===== src/rtl/rstpu_pkg.sv =====
package rstpu_pkg;

  // Number of the current consecutive low sample (1-based) reaches the
  // qualifying count.
  function automatic bit low_qualified(int prior_run, int need);
    return (prior_run + 1) >= need;
  endfunction

  // Saturating next value for a run counter.
  function automatic int run_next(int prior_run, int cap);
    return (prior_run >= cap) ? cap : prior_run + 1;
  endfunction

  // Reload value of a down-counting one-shot lasting len cycles.
  function automatic int shot_reload(int len);
    return len - 1;
  endfunction

endpackage


===== src/rtl/rstpu_low_qual.sv =====
module rstpu_low_qual #(
  parameter int SETUP_CYC = 4
) (
  input  logic clk,
  input  logic rst_n,
  input  logic line_below,
  output logic arm_set
);
  import rstpu_pkg::*;

  generate
    if (SETUP_CYC <= 1) begin : g_direct
      assign arm_set = line_below;
    end else begin : g_count
      localparam int CW  = $clog2(SETUP_CYC + 1);
      localparam int CAP = SETUP_CYC - 1;
      logic [CW-1:0] run_q;
      logic [CW-1:0] run_d;

      always_comb begin
        if (line_below) run_d = CW'(run_next(int'(run_q), CAP));
        else            run_d = '0;
      end

      always_ff @(posedge clk or negedge rst_n) begin
        if (!rst_n) run_q <= '0;
        else        run_q <= run_d;
      end

      assign arm_set = line_below && low_qualified(int'(run_q), SETUP_CYC);
    end
  endgenerate

endmodule


===== src/rtl/rstpu_oneshot.sv =====
module rstpu_oneshot #(
  parameter int PULSE_CYC = 100
) (
  input  logic clk,
  input  logic rst_n,
  input  logic fire,
  input  logic abort,
  output logic active,
  output logic expire
);
  import rstpu_pkg::*;

  localparam int CW = (PULSE_CYC > 1) ? $clog2(PULSE_CYC) : 1;

  logic [CW-1:0] left_q;
  logic          on_q;

  assign expire = on_q && !abort && (left_q == '0);
  assign active = on_q;

  always_ff @(posedge clk or negedge rst_n) begin
    if (!rst_n) begin
      on_q   <= 1'b0;
      left_q <= '0;
    end else if (abort) begin
      on_q   <= 1'b0;
      left_q <= '0;
    end else if (on_q) begin
      if (left_q == '0) on_q <= 1'b0;
      else              left_q <= left_q - 1'b1;
    end else if (fire) begin
      on_q   <= 1'b1;
      left_q <= CW'(shot_reload(PULSE_CYC));
    end
  end

endmodule


===== src/rtl/rstpu_drive.sv =====
module rstpu_drive #(
  parameter int NUM_SRC = 2
) (
  input  logic               clk,
  input  logic               rst_n,
  input  logic [NUM_SRC-1:0] own_req,
  output logic               drive_any,
  output logic               pd_en,
  output logic               passive_pu_en
);

  logic [NUM_SRC-1:0] req_or;

  genvar i;
  generate
    for (i = 0; i < NUM_SRC; i++) begin : g_or
      if (i == 0) begin : g_first
        assign req_or[i] = own_req[i];
      end else begin : g_rest
        assign req_or[i] = req_or[i-1] | own_req[i];
      end
    end
  endgenerate

  assign drive_any = req_or[NUM_SRC-1];

  always_ff @(posedge clk or negedge rst_n) begin
    if (!rst_n) pd_en <= 1'b0;
    else        pd_en <= drive_any;
  end

  assign passive_pu_en = !pd_en;

endmodule


===== src/rtl/rstpu_seq.sv =====
module rstpu_seq #(
  parameter int NUM_SRC   = 2,
  parameter int SETUP_CYC = 4,
  parameter int PULSE_CYC = 100
) (
  input  logic               clk,
  input  logic               rst_n,
  input  logic [NUM_SRC-1:0] own_req,
  input  logic               line_below,
  input  logic               line_above,
  output logic               pd_en,
  output logic               passive_pu_en,
  output logic               active_pu_en,
  output logic               line_armed
);

  // Named internal events, visible to the bound checker.
  logic drive_any;
  logic arm_set;
  logic shot_fire;
  logic shot_expire;
  logic armed_q;

  rstpu_drive #(.NUM_SRC(NUM_SRC)) u_drive (
    .clk           (clk),
    .rst_n         (rst_n),
    .own_req       (own_req),
    .drive_any     (drive_any),
    .pd_en         (pd_en),
    .passive_pu_en (passive_pu_en)
  );

  rstpu_low_qual #(.SETUP_CYC(SETUP_CYC)) u_qual (
    .clk        (clk),
    .rst_n      (rst_n),
    .line_below (line_below),
    .arm_set    (arm_set)
  );

  assign shot_fire = armed_q && line_above && !line_below && !drive_any && !pd_en;

  rstpu_oneshot #(.PULSE_CYC(PULSE_CYC)) u_shot (
    .clk    (clk),
    .rst_n  (rst_n),
    .fire   (shot_fire),
    .abort  (drive_any),
    .active (active_pu_en),
    .expire (shot_expire)
  );

  always_ff @(posedge clk or negedge rst_n) begin
    if (!rst_n)           armed_q <= 1'b0;
    else if (arm_set)     armed_q <= 1'b1;
    else if (shot_expire) armed_q <= 1'b0;
  end

  assign line_armed = armed_q;

endmodule


===== config.mk =====
export PLATFORM = sky130hd
export DESIGN_NAME = rstpu_seq
export DESIGN_NICKNAME = d
export VERILOG_FILES = /design/src/rtl/rstpu_pkg.sv /design/src/rtl/rstpu_low_qual.sv /design/src/rtl/rstpu_oneshot.sv /design/src/rtl/rstpu_drive.sv /design/src/rtl/rstpu_seq.sv
export SDC_FILE = /design/constraint.sdc
export NUM_CORES = 1
export LEC_CHECK = 0
export BUFFER_PORTS_ARGS = -buffer_cell sky130_fd_sc_hd__buf_2
export CAP_MARGIN = 15
export CORE_AREA = 2 2 39 41
export DETAILED_ROUTE_END_ITERATION = 10
export DIE_AREA = 0 0 41 43
export PLACE_DENSITY = 0.74
export SYNTH_ARGS = -nofsm -noshare
export SYNTH_HDL_FRONTEND = slang
export SYNTH_SLANG_ARGS = --single-unit
export TNS_END_PERCENT = 20

===== constraint.sdc =====
create_clock -name clk -period 4.6 [get_ports clk]
set_clock_uncertainty 0.15 [all_clocks]
set_input_delay 0.23 -clock clk [delete_from_list [all_inputs] [get_ports clk]]
set_output_delay 0.23 -clock clk [all_outputs]
set_load 0.005 [all_outputs]

==> out/qor.log, run 1 <==
qor: worst_setup_path.cp_launch_type flop
qor: run.max_cap_violations 0
qor: floorplanning.dieWidth 41 µm
qor: pwr.seqPwrFrac 51.9%
qor: worst_setup_path.critical-path-max-stage-delay 0.51 ns
qor: yosys.postSynthNetCount 75
qor: floorplanning.boundaryPins 10
qor: yosys.yosys_warnings 0
qor: clocking.worstSkewPairLatency 0.28 ns
qor: detailed_routing.detail_route.wl_per_cell 14.3 µm
qor: yosys.synth_edf_count 0
qor: detailed_routing.detail_route.first_pass.iterations 4
qor: worst_setup_path.regToRegStartpoint u_shot.left_q[0]
qor: worst_setup_path.end_kind flop
qor: clocking.clockRootBuffer clkbuf_4
qor: floorplanning.die_y 43 µm
qor: worst_setup_path.worst-r2r-setup-slack 2.57 ns
qor: detailed_routing.routed_wirelength 1360 µm
qor: worst_hold_path.hold_end line_armed
qor: timing.slew-limit-headroom 69.1%
qor: detailed_routing.detail_route.vias_per_cell 5.93
qor: clocking.clk_pin_slew_worst_paths 0.08 ns
qor: finish.layout.cells.non_filler 95
qor: worst_setup_path.cp_slowest_cell or4b_4
qor: pwr.peakVddDrop 0.156 mV
qor: global_routing.globalRouteOverflowTotal 0
qor: pwr.p_switching 0.0821 mW
qor: yosys.post_synth_num_cell_types 31
qor: yosys.synthCells 66
qor: timing.fin_crit 2.03 ns
qor: clocking.cts_buffers 3
qor: detailed_routing.initialDrtViolationCount 9
qor: timing.tightest_slew 0.456 ns
qor: placed_design.gp_routability_congestion 0.866
qor: yosys.mean_cell_area_of_the_mapped_netlist 10.5 µm²
qor: worst_setup_path.crit_arrival 2.05 ns
qor: pwr.combinationalPowerShare 21.2%
qor: global_routing.grt.total_usage 20.6%
qor: floorplanning.floorplan.die_area 1760 µm²
qor: timing.maxSlewViolCount 0
qor: yosys.yosys_most_used_dff dfrtp_1
qor: yosys.post_synth_arst_share 100%
qor: detailed_routing.dr_total_vias 563
qor: worst_setup_path.ff2ff_path_depth 6
qor: global_routing.first_pass_grt_wire_length 2300 µm
qor: yosys.post-synth-top-area-fraction 46.8%
qor: global_routing.grt_antenna_before_repair 0
qor: worst_setup_path.path_max_fanout 5
qor: clocking.postCtsSetupBuffers 0
qor: placed_design.placed_cells_incl_taps 90
qor: finish.syn_to_final_growth 13.9%
qor: pwr.sw_ratio 30.1%
qor: floorplanning.core_region_area 1380 µm²
qor: timing.final-setup-viol-count 0
qor: clocking.cts_h_tree_depth 1
qor: timing.post-route-period-util 44.2%
qor: pwr.power.leakage 0.364 nW
qor: finish.fillCellCount 121
qor: finish.seqCellArea 325 µm²
qor: worst_setup_path.timing.critical_path.cells inv_1 > ha_1 > or4b_4 > o311ai_4 > o22ai_1 > o2bb2ai_1
qor: worst_hold_path.worst_hold_depth 3
qor: placed_design.port-buffer-count 9
qor: pwr.cellPowerDensity 345 nW/µm²
qor: finish.drive_above_1_share 19.0%
qor: yosys.syn-cell-area 694 µm²
qor: floorplanning.floorplan.rows 14
qor: timing.fin_setup_tns 0 ns
qor: yosys.synthMostInstantiatedCell dfrtp_1
qor: run_status.status completed
qor: yosys.synth_sequential_area_ratio 46.8%
qor: worst_hold_path.hold_path_class input pin to flop
qor: finish.multi_input_comb_area 342 µm²
qor: finish.antennaDiodeCount 0
qor: yosys.yosys_register_bits 13
qor: yosys.synthTopCellsByCount 13 x dfrtp_1, 6 x nand2_1, 5 x inv_1, 5 x nor2_1
qor: detailed_routing.remaining_drc_errors 0
qor: worst_setup_path.cp.buffers_inverters 1
qor: worst_hold_path.hp-start line_below
qor: finish.finalNetCount 89
qor: worst_setup_path.crit_family compound AO/OA/AOI/OAI gates
qor: yosys.yosys-top-cells-area dfrtp_1 47%, ha_1 5.4%, o311ai_4 3.8%
qor: timing.fmax 492 MHz
qor: clocking.cts_num_sinks 13
qor: detailed_routing.ant_nets 0
qor: floorplanning.initial_utilization 50.2%
qor: pwr.cell_internal_pwr 0.191 mW
qor: clocking.cts.repair.resized 0
qor: global_routing.grt_start_max_net_pins 14
qor: timing.rsz_0062_raised_after_global_routing no
qor: worst_setup_path.timing_worst_setup_path_type flop to flop
qor: worst_setup_path.critical_path.reg2reg.endpoint u_shot.left_q[3]
qor: clocking.cts_tree built
qor: pwr.power_frac_clock 26.9%
qor: yosys.synth_top_cell_by_area dfrtp_1
qor: global_routing.via_count_of_the_first_global_routing_pass 526
qor: worst_setup_path.timing.critical_path.required 4.62 ns
qor: placed_design.hpwl 1030 µm
qor: clocking.clk_path_buf_depth 2
qor: timing.final-hold-violation-count 0
[metal layers]
layer	track usage [%]	vias up	wire, µm
met5	0	-	0
met2	27.2	23	653
li1	-	276	-
met4	13.3	0	31
met3	9.42	3	80
met1	26.1	261	594
[worst min-delay path, stage by stage]
cell and delay [ns]:
buf_2 0.12, nand2_1 0.06, nand2_1 0.04
[state kept, by name (all words and copies together), names as in the netlist]
name / cells
line_armed: 1
u_shot.active: 1
u_shot.left_q: 7
u_drive.pd_en: 1
u_qual.g_count.run_q: 3
[per-stage QoR]
step / power [mW] / utilization [%] / setup slack (ns) / area, µm² / hold slack (ns)
2_1_floorplan: 0.181 / - / 2.74 / 694 / -0.216
3_3_place_gp: 0.198 / 54.5 / 2.62 / 754 / -0.0184
3_5_place_dp: 0.202 / 54.5 / 2.58 / 754 / -0.0215
4_1_cts: 0.276 / 57.1 / 2.57 / 791 / 0.0479
5_1_grt: 0.296 / 57.1 / 2.47 / 791 / 0.0488
6_report: 0.273 / 57.1 / 2.57 / 791 / 0.0484
[cells in the final DEF, fill, tap and decap left out, types with 2 or more instances in the layout]
master     Yosys  routed
o2bb2ai_1      2       2
o21ai_0        2       2
o22ai_1        3       3
a311oi_1       2       2
nor2_1         5       5
dfrtp_1       13      13
ha_1           3       3
nand2_1        6       6
nor3b_1        3       3
buf_2          0       9
inv_1          5       5
clkbuf_4       0       3
nor3_1         2       2
[logic make-up after synthesis]
family,after synthesis,share of synthesized area (%)
AOI/OAI and AO/OA,19,23.2
and+or+nand+nor,23,19.3
buffers and inverters,7,3.96
xor gates and xnor gates,1,1.26
adders and majority gates,3,5.41
DFF,13,46.8
[power by group through the flow]
stage	combinational [mW]	sequential, mW	clock, mW
final	0.0577	0.141	0.0734
after floorplan	0.0404	0.141	0
after global routing	0.0697	0.144	0.0827
after detailed placement	0.0583	0.144	0
after global placement	0.0558	0.142	0
after CTS	0.0589	0.141	0.0756
[area by class of cell]
cell class | instances | area share (%)
Multi-Input combinational cell | 46 | 43.2
Timing Repair Buffer | 10 | 6.96
Sequential cell | 13 | 41.1
Clock buffer | 4 | 3.32
Inverter | 6 | 2.85
Tap cell | 16 | 2.53
[worst max-delay path by stage]
stage | cells past startpoint | start | slack [ns] | endpoint
after floorplan | 6 | u_shot.left_q[0] | 2.74 | u_shot.left_q[3]
after global placement | 6 | u_shot.left_q[0] | 2.62 | u_shot.left_q[3]
after detailed placement | 6 | u_shot.left_q[0] | 2.58 | u_shot.left_q[3]
after CTS | 6 | u_shot.left_q[0] | 2.57 | u_shot.left_q[3]
after global routing | 6 | u_shot.left_q[0] | 2.47 | u_shot.left_q[3]
final | 6 | u_shot.left_q[0] | 2.57 | u_shot.left_q[3]
[repair_timing]
| action | CTS | global route |
|---|---|---|
| endpoints found under the setup margin | 0 | 0 |
| hold buffers | 1 | 0 |
| endpoints found under the hold margin | 13 | 0 |
(Power assumes the default switching activity.)
==> run 2, diff against run 1 <==
--- a/config.mk
+++ b/config.mk
@@ -7,10 +7,10 @@
 export LEC_CHECK = 0
 export BUFFER_PORTS_ARGS = -buffer_cell sky130_fd_sc_hd__buf_2
 export CAP_MARGIN = 15
-export CORE_AREA = 2 2 39 41
+export CORE_MARGIN = 2
+export CORE_UTILIZATION = 53
 export DETAILED_ROUTE_END_ITERATION = 10
-export DIE_AREA = 0 0 41 43
-export PLACE_DENSITY = 0.74
+export PLACE_DENSITY = 0.75
 export SYNTH_ARGS = -nofsm -noshare
 export SYNTH_HDL_FRONTEND = slang
 export SYNTH_SLANG_ARGS = --single-unit
==> constraint.sdc (replaced) <==
create_clock -name clk -period 1.9 [get_ports clk]
set_clock_uncertainty 0.15 [all_clocks]
set_input_delay 0.095 -clock clk [delete_from_list [all_inputs] [get_ports clk]]
set_output_delay 0.095 -clock clk [all_outputs]
set_load 0.005 [all_outputs]
==> out/qor.log, run 2 (synthesized netlist as in run 1, its figures left out) <==
qor: pwr.combinationalPowerShare 23.5% [+2.3 points]
qor: worst_setup_path.timing.critical_path.cells inv_1 > ha_1 > or4b_4 > o311ai_4 > o22ai_1 > o2bb2ai_1
qor: pwr.cellPowerDensity 790 nW/µm² [+130%]
qor: floorplanning.floorplan.rows 13 [-1]
qor: timing.post-route-period-util 99.4% [+55 points]
qor: global_routing.globalRouteOverflowTotal 0 [unchanged]
qor: timing.rsz_0062_raised_after_global_routing yes
qor: finish.design_area 848 µm² [+7.3%]
qor: worst_setup_path.end_kind flop
qor: timing.fin_crit 1.89 ns [-0.143 ns]
qor: worst_setup_path.crit_arrival 1.90 ns [-0.15 ns]
qor: clocking.cts_buffers 3 [unchanged]
qor: clocking.clk_path_buf_depth 2 [unchanged]
qor: floorplanning.floorplan.die_area 1620 µm² [-8.4%]
qor: worst_setup_path.cp.buffers_inverters 1 [unchanged]
qor: detailed_routing.dr_total_vias 555 [-1.4%]
qor: timing.maxSlewViolCount 0 [unchanged]
qor: finish.syn_to_final_growth 22.2%
qor: global_routing.grt_antenna_before_repair 0 [unchanged]
qor: clocking.worstSkewPairLatency 0.28 ns [about the same]
qor: clocking.clockRootBuffer clkbuf_4
qor: placed_design.detailed_place.area 791 µm² [+4.8%]
qor: worst_hold_path.worst_hold_depth 3 [unchanged]
qor: global_routing.first_pass_grt_wire_length 2160 µm [-6.3%]
qor: worst_setup_path.timing.critical_path.required 1.91 ns [-2.71 ns]
qor: placed_design.port-buffer-count 9 [unchanged]
qor: finish.layout.cells.non_filler 100 [+5.3%]
qor: clocking.postCtsSetupBuffers 0 [unchanged]
qor: run_status.status completed
qor: pwr.p_switching 0.201 mW [+140%]
qor: placed_design.gp_routability_congestion 0.828 [-4.4%]
qor: finish.antennaDiodeCount 0 [unchanged]
qor: timing.final-hold-violation-count 0 [unchanged]
qor: detailed_routing.remaining_drc_errors 0 [unchanged]
qor: timing.fmax 529 MHz [+7.6%]
qor: finish.layout.cells.most_common dfrtp_1
qor: worst_setup_path.path_max_fanout 3 [-2]
qor: timing.slew-limit-headroom 77.3% [+8.1 points]
qor: clocking.cts_num_sinks 13 [unchanged]
qor: worst_setup_path.critical-path-max-stage-delay 0.51 ns [about the same]
qor: global_routing.grt_start_max_net_pins 14 [unchanged]
qor: worst_setup_path.cp_slowest_cell or4b_4
qor: finish.most-common-layout-cells 13 x dfrtp_1, 9 x buf_2, 6 x nand2_1
qor: pwr.seqPwrFrac 50.9% [-1.0 points]
qor: placed_design.placed_cells_incl_taps 94 [+4.4%]
qor: finish.drive_above_1_share 25.9% [+6.9 points]
qor: finish.largest_register_ff_count 7 [unchanged]
qor: pwr.power.leakage 0.396 nW [+8.7%]
qor: pwr.cell_internal_pwr 0.470 mW [+150%]
qor: detailed_routing.detail_route.first_pass.iterations 4 [unchanged]
qor: finish.largestRegisters u_shot.left_q (7), u_qual.g_count.run_q (3)
qor: run.max_cap_violations 0 [unchanged]
qor: placed_design.place_worst_setup_slack 0.0233 ns [-2.56 ns]
qor: worst_setup_path.timing_worst_setup_path_type flop to flop
qor: floorplanning.die_y 40.2 µm [-6.5%]
qor: finish.largest_register_by_flop_count u_shot.left_q
qor: pwr.power_frac_clock 25.6% [-1.3 points]
qor: worst_hold_path.hold_path_class input pin to flop
qor: detailed_routing.routed_wirelength 1350 µm [-1.0%]
qor: floorplanning.dieWidth 40.2 µm [-2.0%]
qor: floorplanning.boundaryPins 10 [unchanged]
qor: detailed_routing.ant_nets 0 [unchanged]
qor: timing.tightest_slew 0.339 ns [-0.117 ns]
qor: detailed_routing.detail_route.wl_per_cell 13.5 µm [-6.0%]
qor: global_routing.via_count_of_the_first_global_routing_pass 476 [-9.5%]
qor: worst_setup_path.cp_launch_type flop
qor: finish.fillCellCount 99 [-18%]
qor: floorplanning.core_region_area 1270 µm² [-8.3%]
qor: clocking.cts_tree built
qor: detailed_routing.initialDrtViolationCount 6 [-3]
qor: placed_design.hpwl 1060 µm [+2.5%]
qor: worst_setup_path.crit_family simple AND/OR/NAND/NOR gates
qor: timing.final_critical_path_setup_slack 0.0107 ns [-2.56 ns]
qor: worst_setup_path.cp_num_cells 6 [unchanged]
qor: pwr.peakVddDrop 0.412 mV [+160%]
qor: floorplanning.initial_utilization 54.7% [+4.6 points]
qor: clocking.clk_pin_slew_worst_paths 0.07 ns [about the same]
qor: clocking.cts_h_tree_depth 1 [unchanged]
qor: timing.final-setup-viol-count 0 [unchanged]
qor: detailed_routing.detail_route.vias_per_cell 5.55 [-6.3%]
qor: pwr.sw_ratio 30.0% [-0.16 points]
qor: global_routing.grt.total_usage 21.2% [+0.64 points]
qor: worst_setup_path.ff2ff_path_depth 6 [unchanged]
qor: finish.finalNetCount 95 [+6.7%]
## run 2: cell count changes in the layout (fill, tap and decap cells not counted), sizes merged
| cell | previous run | this run |
|---|---|---|
| buf | 9 | 14 |
| dlygate4sd3 | 1 | 2 |
## run 2: layout make-up
class	count	area, µm²	area share [%]
Multi-Input combinational cell	46	353	41.6
Clock buffer	4	26.3	3.10
Tap cell	15	18.8	2.21
Sequential cell	13	325	38.3
Timing Repair Buffer	16	103	12.1
Inverter	6	22.5	2.65
## run 2: path summary, 6_finish.rpt
| path | from | endpoint | slack [ns] |
|---|---|---|---|
| min reg2reg | line_armed | line_armed | 0.40 |
| min in group asynchronous | rst_n | u_qual.g_count.run_q[0] | 0.07 |
| max | u_shot.left_q[0] | u_shot.left_q[3] | 0.01 |
| max reg2reg | u_shot.left_q[0] | u_shot.left_q[3] | 0.01 |
| min | own_req[0] | u_shot.active | 0.002 |
| max in group asynchronous | rst_n | u_shot.left_q[5] | 1.30 |
## run 2: power by group through the flow
stage / registers, mW / logic (mW) / clock network [mW]
4_1_cts: 0.342 / 0.158 / 0.177
6_report: 0.341 / 0.158 / 0.171
2_1_floorplan: 0.341 / 0.0978 / 0
3_3_place_gp: 0.342 / 0.145 / 0
3_5_place_dp: 0.348 / 0.154 / 0
5_1_grt: 0.347 / 0.181 / 0.197
## run 2: worst min-delay path: stages
cell	delay (ns)
buf_2	0.08
nor2_1	0.08
and2_1	0.15
## run 2: through the flow
stage	total power, mW	setup TNS (ns)	hold WS (ns)	utilization, %
final	0.670	0	0.00152	66.9
after global routing	0.725	-0.0686	0.00553	66.9
after CTS	0.676	0	0.00421	66.0
after detailed placement	0.502	0	-0.157	62.3
after global placement	0.487	0	-0.157	62.3
after floorplan	0.439	0	-0.351	-
## run 2: metal layers
metal,global-route usage (%),wire length (µm),up-vias
met5,0,0,-
met4,10.0,22,0
met3,5.00,53,3
met2,29.8,601,9
met1,30.3,670,258
li1,-,-,285
## run 2: timing repair
action                                  4_1_cts  5_1_grt
hold buffers                                  2        0
resized for setup                             0        2
hold endpoints to repair                     17        0
endpoints found under the setup margin        0        5
